$ cat config.mk
export PLATFORM = sky130hd
export DESIGN_NAME = regid_mapper
export DESIGN_NICKNAME = d
export VERILOG_FILES = /design/src/rtl/regid_pkg.sv /design/src/rtl/regid_mode_ctl.sv /design/src/rtl/regid_decode.sv /design/src/rtl/regid_mapper.sv
export SDC_FILE = /design/constraint.sdc
export NUM_CORES = 1
export LEC_CHECK = 0
export ABC_AREA = 1
export BUFFER_PORTS_ARGS = -buffer_cell sky130_fd_sc_hd__clkbuf_2
export CAP_MARGIN = 0
export CORE_MARGIN = 2
export CORE_UTILIZATION = 46
export DETAILED_ROUTE_END_ITERATION = 8
export PLACE_DENSITY = 0.76
export SLEW_MARGIN = 15
export SYNTH_ARGS = -nofsm -noshare
export SYNTH_HDL_FRONTEND = slang
export SYNTH_SLANG_ARGS = --single-unit
$ cat constraint.sdc
create_clock -name clk -period 1.33 [get_ports clk]
set_clock_uncertainty 0.05 [all_clocks]
set_input_delay 0.0665 -clock clk [delete_from_list [all_inputs] [get_ports clk]]
set_output_delay 0.0665 -clock clk [all_outputs]
set_load 0.02 [all_outputs]
$ cat src/rtl/regid_pkg.sv
package regid_pkg;

    localparam int ID_W      = 7;
    localparam int IDX_W     = 6;
    localparam int CLS_W     = 3;
    localparam int MODE_W    = 2;
    localparam int GPR_CNT   = 64;
    localparam int SMALL_CNT = 16;
    localparam int SMALL_CLS = 4;
    localparam int SP_INDEX  = 27;
    localparam int PRIV_LO   = 28;
    localparam int PRIV_HI   = 31;

    typedef enum logic [CLS_W-1:0] {
        CLS_GPR   = 3'd0,
        CLS_PRED  = 3'd1,
        CLS_CADDR = 3'd2,
        CLS_SEG   = 3'd3,
        CLS_SPEC  = 3'd4
    } reg_class_e;

    typedef enum logic [MODE_W-1:0] {
        MODE_USER = 2'd0,
        MODE_IRQ  = 2'd1,
        MODE_EXC  = 2'd2,
        MODE_DBG  = 2'd3
    } op_mode_e;

    typedef struct packed {
        logic [ID_W-1:0] id;
        logic            valid;
        logic            fault;
    } map_res_t;

endpackage

$ cat src/rtl/regid_mode_ctl.sv
module regid_mode_ctl
    import regid_pkg::*;
(
    input  logic              clk,
    input  logic              rst_n,
    input  logic              mode_chg_i,
    input  logic [MODE_W-1:0] mode_new_i,
    output logic [MODE_W-1:0] mode_o,
    output logic              flush_o
);

    typedef struct packed {
        logic [MODE_W-1:0] mode;
        logic              flush;
    } mode_st_t;

    mode_st_t st_d, st_q;

    always_comb begin
        st_d       = st_q;
        st_d.flush = mode_chg_i;
        if (mode_chg_i) begin
            st_d.mode = mode_new_i;
        end
    end

    always_ff @(posedge clk) begin
        if (!rst_n) begin
            st_q <= '0;
        end else begin
            st_q <= st_d;
        end
    end

    assign mode_o  = st_q.mode;
    assign flush_o = st_q.flush;

    AST_MODE_NEEDS_FLUSH: assert property (@(posedge clk) disable iff (!rst_n)
        (st_q.mode != $past(st_q.mode)) |-> st_q.flush) else $error("mode moved without flush");

endmodule

$ cat src/rtl/regid_decode.sv
module regid_decode
    import regid_pkg::*;
(
    input  logic              req_i,
    input  logic [CLS_W-1:0]  class_i,
    input  logic [IDX_W-1:0]  index_i,
    input  logic [MODE_W-1:0] mode_i,
    output map_res_t          res_o
);

    logic [SMALL_CLS-1:0] small_hit;
    logic [ID_W-1:0]      small_id [SMALL_CLS];

    // Predicate, code-address, segment and special classes: 16-entry windows
    // laid one after another above the general file.
    for (genvar k = 0; k < SMALL_CLS; k++) begin : g_small
        assign small_hit[k] = (class_i == CLS_W'(k + 1)) && (index_i < IDX_W'(SMALL_CNT));
        assign small_id[k]  = ID_W'(GPR_CNT + k * SMALL_CNT) + ID_W'(index_i);
    end

    logic gpr_sel, is_sp, is_priv, user_mode;

    assign gpr_sel   = (class_i == CLS_GPR);
    assign is_sp     = (index_i == IDX_W'(SP_INDEX));
    assign is_priv   = (index_i >= IDX_W'(PRIV_LO)) && (index_i <= IDX_W'(PRIV_HI));
    assign user_mode = (mode_i == MODE_USER);

    always_comb begin
        res_o = '0;
        if (req_i) begin
            if (gpr_sel) begin
                if (is_sp) begin
                    res_o.id    = ID_W'(SP_INDEX) + ID_W'(mode_i);
                    res_o.valid = 1'b1;
                end else if (is_priv && user_mode) begin
                    res_o.fault = 1'b1;
                end else begin
                    res_o.id    = ID_W'(index_i);
                    res_o.valid = 1'b1;
                end
            end else begin
                for (int j = 0; j < SMALL_CLS; j++) begin
                    if (small_hit[j]) begin
                        res_o.id    = small_id[j];
                        res_o.valid = 1'b1;
                    end
                end
            end
        end
    end

endmodule

$ cat src/rtl/regid_mapper.sv
module regid_mapper
    import regid_pkg::*;
(
    input  logic              clk,
    input  logic              rst_n,
    input  logic              mode_chg_i,
    input  logic [MODE_W-1:0] mode_new_i,
    input  logic              req_i,
    input  logic [CLS_W-1:0]  class_i,
    input  logic [IDX_W-1:0]  index_i,
    output logic [ID_W-1:0]   id_o,
    output logic              valid_o,
    output logic              fault_o,
    output logic              flush_o,
    output logic [MODE_W-1:0] mode_o
);

    logic [MODE_W-1:0] cur_mode;
    map_res_t          res_d, res_q;

    regid_mode_ctl u_mode (
        .clk        (clk),
        .rst_n      (rst_n),
        .mode_chg_i (mode_chg_i),
        .mode_new_i (mode_new_i),
        .mode_o     (cur_mode),
        .flush_o    (flush_o)
    );

    regid_decode u_dec (
        .req_i   (req_i),
        .class_i (class_i),
        .index_i (index_i),
        .mode_i  (cur_mode),
        .res_o   (res_d)
    );

    always_ff @(posedge clk) begin
        if (!rst_n) begin
            res_q <= '0;
        end else begin
            res_q <= res_d;
        end
    end

    assign id_o    = res_q.id;
    assign valid_o = res_q.valid;
    assign fault_o = res_q.fault;
    assign mode_o  = cur_mode;

    AST_FAULT_NOT_VALID: assert property (@(posedge clk) disable iff (!rst_n)
        fault_o |-> !valid_o) else $error("fault with valid id");

    AST_INVALID_ID_ZERO: assert property (@(posedge clk) disable iff (!rst_n)
        !valid_o |-> (id_o == '0)) else $error("invalid result with nonzero id");

    AST_VALID_AFTER_REQ: assert property (@(posedge clk) disable iff (!rst_n)
        valid_o |-> $past(req_i)) else $error("valid without request");

    AST_FAULT_USER_ONLY: assert property (@(posedge clk) disable iff (!rst_n)
        fault_o |-> ($past(cur_mode) == MODE_USER)) else $error("fault outside user mode");

endmodule

## After elaboration in Yosys (flattened, before gate mapping)

Index checks and enable logic that the tools add are counted.

- Add/subtract/negate cells: 5
- Multipliers: 0
- Divide/modulo/power cells: 0
- Order comparisons: 3
- Equality and inequality tests: 5
- Shift-type cells: 0
- Muxes and demuxes: 8
- Bitwise gates (word level): 3
- Reduce and logical (&&, ||, !) cells: 10

Operators by type and width:

| cell | count |
|---|---|
| 8-bit 2-to-1 mux | 6 |
| 7-bit by 6-bit adder with 7-bit output (first input constant) | 4 |
| 7-bit 2-to-1 mux | 1 |
| 5-bit by 2-bit adder with 6-bit output (first input constant) | 1 |
| 3-bit by 2-bit == test with 1-bit output (second input constant) | 2 |
| 6-bit by 5-bit == test with 1-bit output (second input constant) | 1 |
| 6-bit by 5-bit >= comparator with 1-bit output (second input constant) | 1 |
| 6-bit by 5-bit less-or-equal comparator with 1-bit output (second input constant) | 1 |
| 1-bit logical AND | 6 |
| 6-bit by 5-bit less-than comparator with 1-bit output (second input constant) | 1 |
| 4-bit OR reduction | 1 |
| 3-bit by 1-bit == test with 1-bit output (second input constant) | 1 |
| 3-bit == test (second input constant) | 1 |
| 3-bit zero test | 1 |
| 1-bit NOT | 3 |
| 2-bit zero test | 1 |
| 2-bit AND reduction | 1 |
| 1-bit 2-to-1 mux | 1 |

- Bits in registers: 12
- Bits in latches: 0
- Bits in writable memories: 0
- Bits in read-only memories: 0
- Bits of input ports: 15
- Word-level logic and storage cells: 39
- Memories: 0

## Longest topological paths before layout

- Depth in word-level cells: 7
- Mapped depth: 9

## By module

Synthesis repeated with hierarchy kept, for this count alone.

- Cells, all modules: 119
- Area, all modules: 738.2 um^2

Modules (own cells, without submodules):

| module | times used | cells each | area an instance (um^2) | seq. area each (um^2) |
|---|---|---|---|---|
| regid_decode | 1 | 76 | 374.1 | 0.0 |
| regid_mapper | 1 | 28 | 259.0 | 180.2 |
| regid_mode_ctl | 1 | 15 | 105.1 | 60.1 |

## Worst setup path after synthesis

No wires, ideal clock.

- Kind: flip-flop to flip-flop
- From: register u_mode.st_q, in the netlist u_mode.mode_o[0]
- To: register res_q, in the netlist id_o[2]
- Setup time: 58 ps
- Data arrival time: 1,159 ps
- Path slack: 62 ps
- Cell stages (with the launch flop): 10
- Period minus slack after synthesis: 1,268 ps
- Path through: dfxtp_1 > inv_1 > ha_1 > nand2_1 > nor2_1 > nand2_1 > nand2_1 > o21ai_0 > nand2_1 > nand2_1

- Cells in the longest elaborated chain, start to end: 5
- Elaborated cells on any way between the ends: 6
- Classes of those cells: 1 x add/sub; 3 x mux; 2 x reduce/logical

Ends and longest elaborated chain:

| what | RTL line | source |
|---|---|---|
| from (decl) | regid_mode_ctl.sv:17 | `mode_st_t st_d, st_q;` |
| from (signal assigned) | regid_mode_ctl.sv:31 | `st_q <= st_d;` |
| branches (longest 3 deep; another with 5-bit by 2-bit adder with 6-bit output) | - |  |
| 8-bit 2-to-1 mux (*) | regid_decode.sv:32 | `if (is_sp) begin` |
| 8-bit 2-to-1 mux (*) | regid_decode.sv:31 | `if (gpr_sel) begin` |
| to (signal assigned) | regid_mapper.sv:42 | `res_q <= res_d;` |
| to (decl) | regid_mapper.sv:19 | `map_res_t res_d, res_q;` |

Every way passes the cells marked *.
A chain may end at the register's enable or synchronous reset.

## Worst setup path after layout

Same ends and word-level chain as after synthesis.

==> results.rst <==
.. list-table::
   :header-rows: 1

   * - Metric
     - Value
   * - Routed length per instance
     - approximately 10 um
   * - Run status
     - complete, no violations
   * - Vias
     - 728
   * - Layout Nets
     - approximately 160
   * - Worst Reg2Reg Path Length in Cells
     - 9
   * - Clock tree root driver cell
     - sky130_fd_sc_hd__clkbuf_4
   * - End of the worst hold path
     - u_mode.mode_o[0]$_SDFFE_PN0P_
   * - Post-synthesis instance total
     - 100
   * - # diodes
     - 0
   * - Fraction of layout instances using a drive strength above 1
     - 0.3382
   * - Area taken by flip-flops and latches
     - approximately 240 sq um
   * - H-Tree Depth
     - 1
   * - Final count of negative-setup-slack endpoints
     - 0
   * - Clock net sink count
     - 12
   * - Final wirelength
     - approximately 1600 um
   * - Slew at the pin closest to its max-slew limit
     - around 0.23 ns
   * - Unrepaired setup endpoints after global routing
     - false
   * - Area enclosed by the die boundary
     - around 1800 sq um
   * - Crit start category
     - flip-flop
   * - Input/output buffers
     - 26
   * - Mean area per synthesized cell
     - a little under 7 sq um
   * - Flip-flop and latch count after synthesis
     - 12
   * - Reg2reg start
     - u_mode.mode_o[0]$_SDFFE_PN0P_
   * - Final setup slack of the worst path
     - roughly 0.089 ns
   * - Synth warnings
     - 0
   * - Via count of the first global-routing pass
     - 596
   * - Area of combinational cells with multiple inputs
     - 375.4 sq um
   * - Endpoint of the worst-slack reg-to-reg timing path
     - id_o[2]$_SDFF_PN0_
   * - Number of iterations in the first detailed-routing pass
     - 4
   * - Count of unresolved DRC violations after routing
     - 0
   * - Max capacitance violation total
     - 0
   * - Clock slew seen by the registers of the worst setup and hold paths
     - around 0.080 ns
   * - Maximum clock frequency
     - 805.6 MHz
   * - Initial core utilization
     - 0.5094
   * - Min Tclk post-route
     - approximately 1.2 ns
   * - Detail Route Antenna Nets
     - 0
   * - Count of final max-slew check failures
     - 0
   * - Routability Congestion
     - between 0.8 and 0.9
   * - Largest net degree at the start of global routing
     - 8
   * - Count of boundary I/O pins
     - 27
   * - Crit path capture type
     - flip-flop
   * - Die width
     - between 40 and 50 um
   * - Net count of the mapped netlist
     - between 100 and 150
   * - Number of distinct library cells after synthesis
     - 17
   * - Synth Cell Area
     - around 680 sq um
   * - DPL Wire Length
     - around 1200 um
   * - Vertical die dimension
     - between 40 and 50 um
   * - Setup TNS after final layout
     - 0 ns
   * - Maximum vdd drop
     - about 0.43 mV
   * - Fill cell instance count of the final layout
     - between 100 and 150
   * - Leading cell type in the layout, fill and taps excluded
     - sky130_fd_sc_hd__clkbuf_2
   * - Number of buffers added for setup after CTS
     - 0
   * - Via density per instance
     - 4.821
   * - TritonCTS clock tree
     - built
   * - CTS Buf Count
     - 3
   * - Detailed router's first-iteration violation count
     - 18
   * - Synthesis-to-layout area growth
     - 36.46%
   * - Reg2Reg Setup Slack
     - a little under 0.09 ns
   * - Placement Rows
     - 13
   * - Post-synthesis sequential area ratio
     - 0.3536
   * - Minimum setup slack after placement
     - 0.07570 ns
   * - Initial antenna violation count
     - 0
   * - Worst slew margin
     - 0.8445
   * - CP max FO
     - 5
   * - Clock Latency Late Sink
     - approximately 0.28 ns
   * - Clock buffer depth
     - 2
   * - Highest-count cells in the layout ignoring fill and taps
     - sky130_fd_sc_hd__clkbuf_2, sky130_fd_sc_hd__nand2_1, sky130_fd_sc_hd__inv_1, sky130_fd_sc_hd__nand3_1, sky130_fd_sc_hd__dfxtp_1
   * - Leakage power total
     - 0.0005264 uW
   * - Number of endpoints with negative hold slack in the final report
     - 0
   * - Required @ worst endpoint
     - 1.46 ns
   * - Core area
     - ~1300 sq um
   * - Wire length of the first global-routing pass
     - approximately 2400 um
   * - Hold WC Path Type
     - in2reg
   * - Critical setup path kind
     - reg2reg
   * - Total power divided by cell area
     - 893.1 nW/um^2
   * - Hold Path Cell Cnt
     - 3
   * - Remaining Overflow, GRT
     - 0
   * - Post-route clock period utilization
     - 0.9334
   * - Source of the worst hold timing path
     - mode_new_i[0]
   * - Critical path data arrival time
     - roughly 1.4 ns
   * - Overall global routing resource usage
     - 0.1789
-- area by class of cell --
type                            instances  area share
Inverter                               18     0.07422
Sequential cell                        12      0.2591
Multi-Input combinational cell         70      0.4049
Tap cell                               15     0.02024
Timing Repair Buffer                   32      0.2024
Clock buffer                            4     0.03914
-- per-layer routing --
metal,routed length (um),track usage
met3,112,0.03017
met4,51,0.07500
met5,0,0
met1,661,0.2225
met2,750,0.3015
-- flip-flops by register name (all words and copies together), names as in the netlist --
signal,cells
fault_o,1
id_o,7
u_mode.flush_o,1
u_mode.mode_o,2
valid_o,1
-- worst max path at each step --
stage                     cells past startpoint                          start            endpoint
final                                         9  u_mode.mode_o[0]$_SDFFE_PN0P_  id_o[2]$_SDFF_PN0_
after floorplan                               9  u_mode.mode_o[0]$_SDFFE_PN0P_  id_o[2]$_SDFF_PN0_
after global placement                        9                     index_i[4]  id_o[5]$_SDFF_PN0_
after detailed placement                      9  u_mode.mode_o[0]$_SDFFE_PN0P_  id_o[2]$_SDFF_PN0_
after global routing                          9  u_mode.mode_o[0]$_SDFFE_PN0P_  id_o[2]$_SDFF_PN0_
after CTS                                     9  u_mode.mode_o[0]$_SDFFE_PN0P_  id_o[2]$_SDFF_PN0_
-- cells by family after synthesis --
kind of cell	after synthesis	share of synthesized area
AND/OR/NAND/NOR	54	0.3646
AO/OA/AOI/OAI	12	0.1068
flip-flops	12	0.3536
buffers and inverters	18	0.1013
adder cells (fa/ha/maj)	4	0.07367
-- stage by stage --
stage	hold slack (ns)	utilization	cells	power, uW	instance area (sq um)
final	0.01533	0.6951	151	828.0	927.1
after global routing	0.03675	0.6951	151	855.6	927.1
after CTS	0.02055	0.6914	151	823.1	922.1
after detailed placement	0.2295	0.6266	142	525.2	835.8
after global placement	0.2151	0.6266	142	523.4	835.8
after floorplan	0.1100	-	100	468.0	679.4
-- timing repair --
| action | in CTS | in global routing |
|---|---|---|
| endpoints found under the setup margin | 0 | 6 |
| endpoints found under the hold margin | 4 | 0 |
| gates resized for setup | 0 | 3 |
| hold buffers | 5 | 0 |
-- report_power, final --
part	switching (uW)	leakage, uW	internal [uW]	total (uW)
logic	94.9	0.000408	63.5	158
clock network	128	0.0000210	167	294
registers	4.38	0.0000979	371	375
-- worst max-delay path, stage by stage, from the launching register on --
cell                      delay (ns)
sky130_fd_sc_hd__dfxtp_1        0.33
sky130_fd_sc_hd__inv_2          0.08
sky130_fd_sc_hd__ha_1           0.16
sky130_fd_sc_hd__nand2_1        0.06
sky130_fd_sc_hd__nor2_2         0.11
sky130_fd_sc_hd__nand2_2        0.11
sky130_fd_sc_hd__nand2_1        0.07
sky130_fd_sc_hd__o21ai_0        0.07
sky130_fd_sc_hd__nand2_1        0.06
sky130_fd_sc_hd__nand2_1        0.04
-- cell usage after synthesis, drive strengths merged --
| library cell | count | area (sq um) |
|---|---|---|
| nor2 | 15 | 73.82 |
| nand3 | 14 | 70.07 |
| o21ai | 7 | 38.78 |
| inv | 17 | 63.81 |
| a21boi | 2 | 18.77 |
| clkinv | 1 | 5.000 |
| a21oi | 3 | 15.01 |
| dfxtp | 12 | 240.2 |
| ha | 4 | 50.05 |
| nand2 | 25 | 103.9 |
Note: power is estimated with default switching activity, not from simulation.
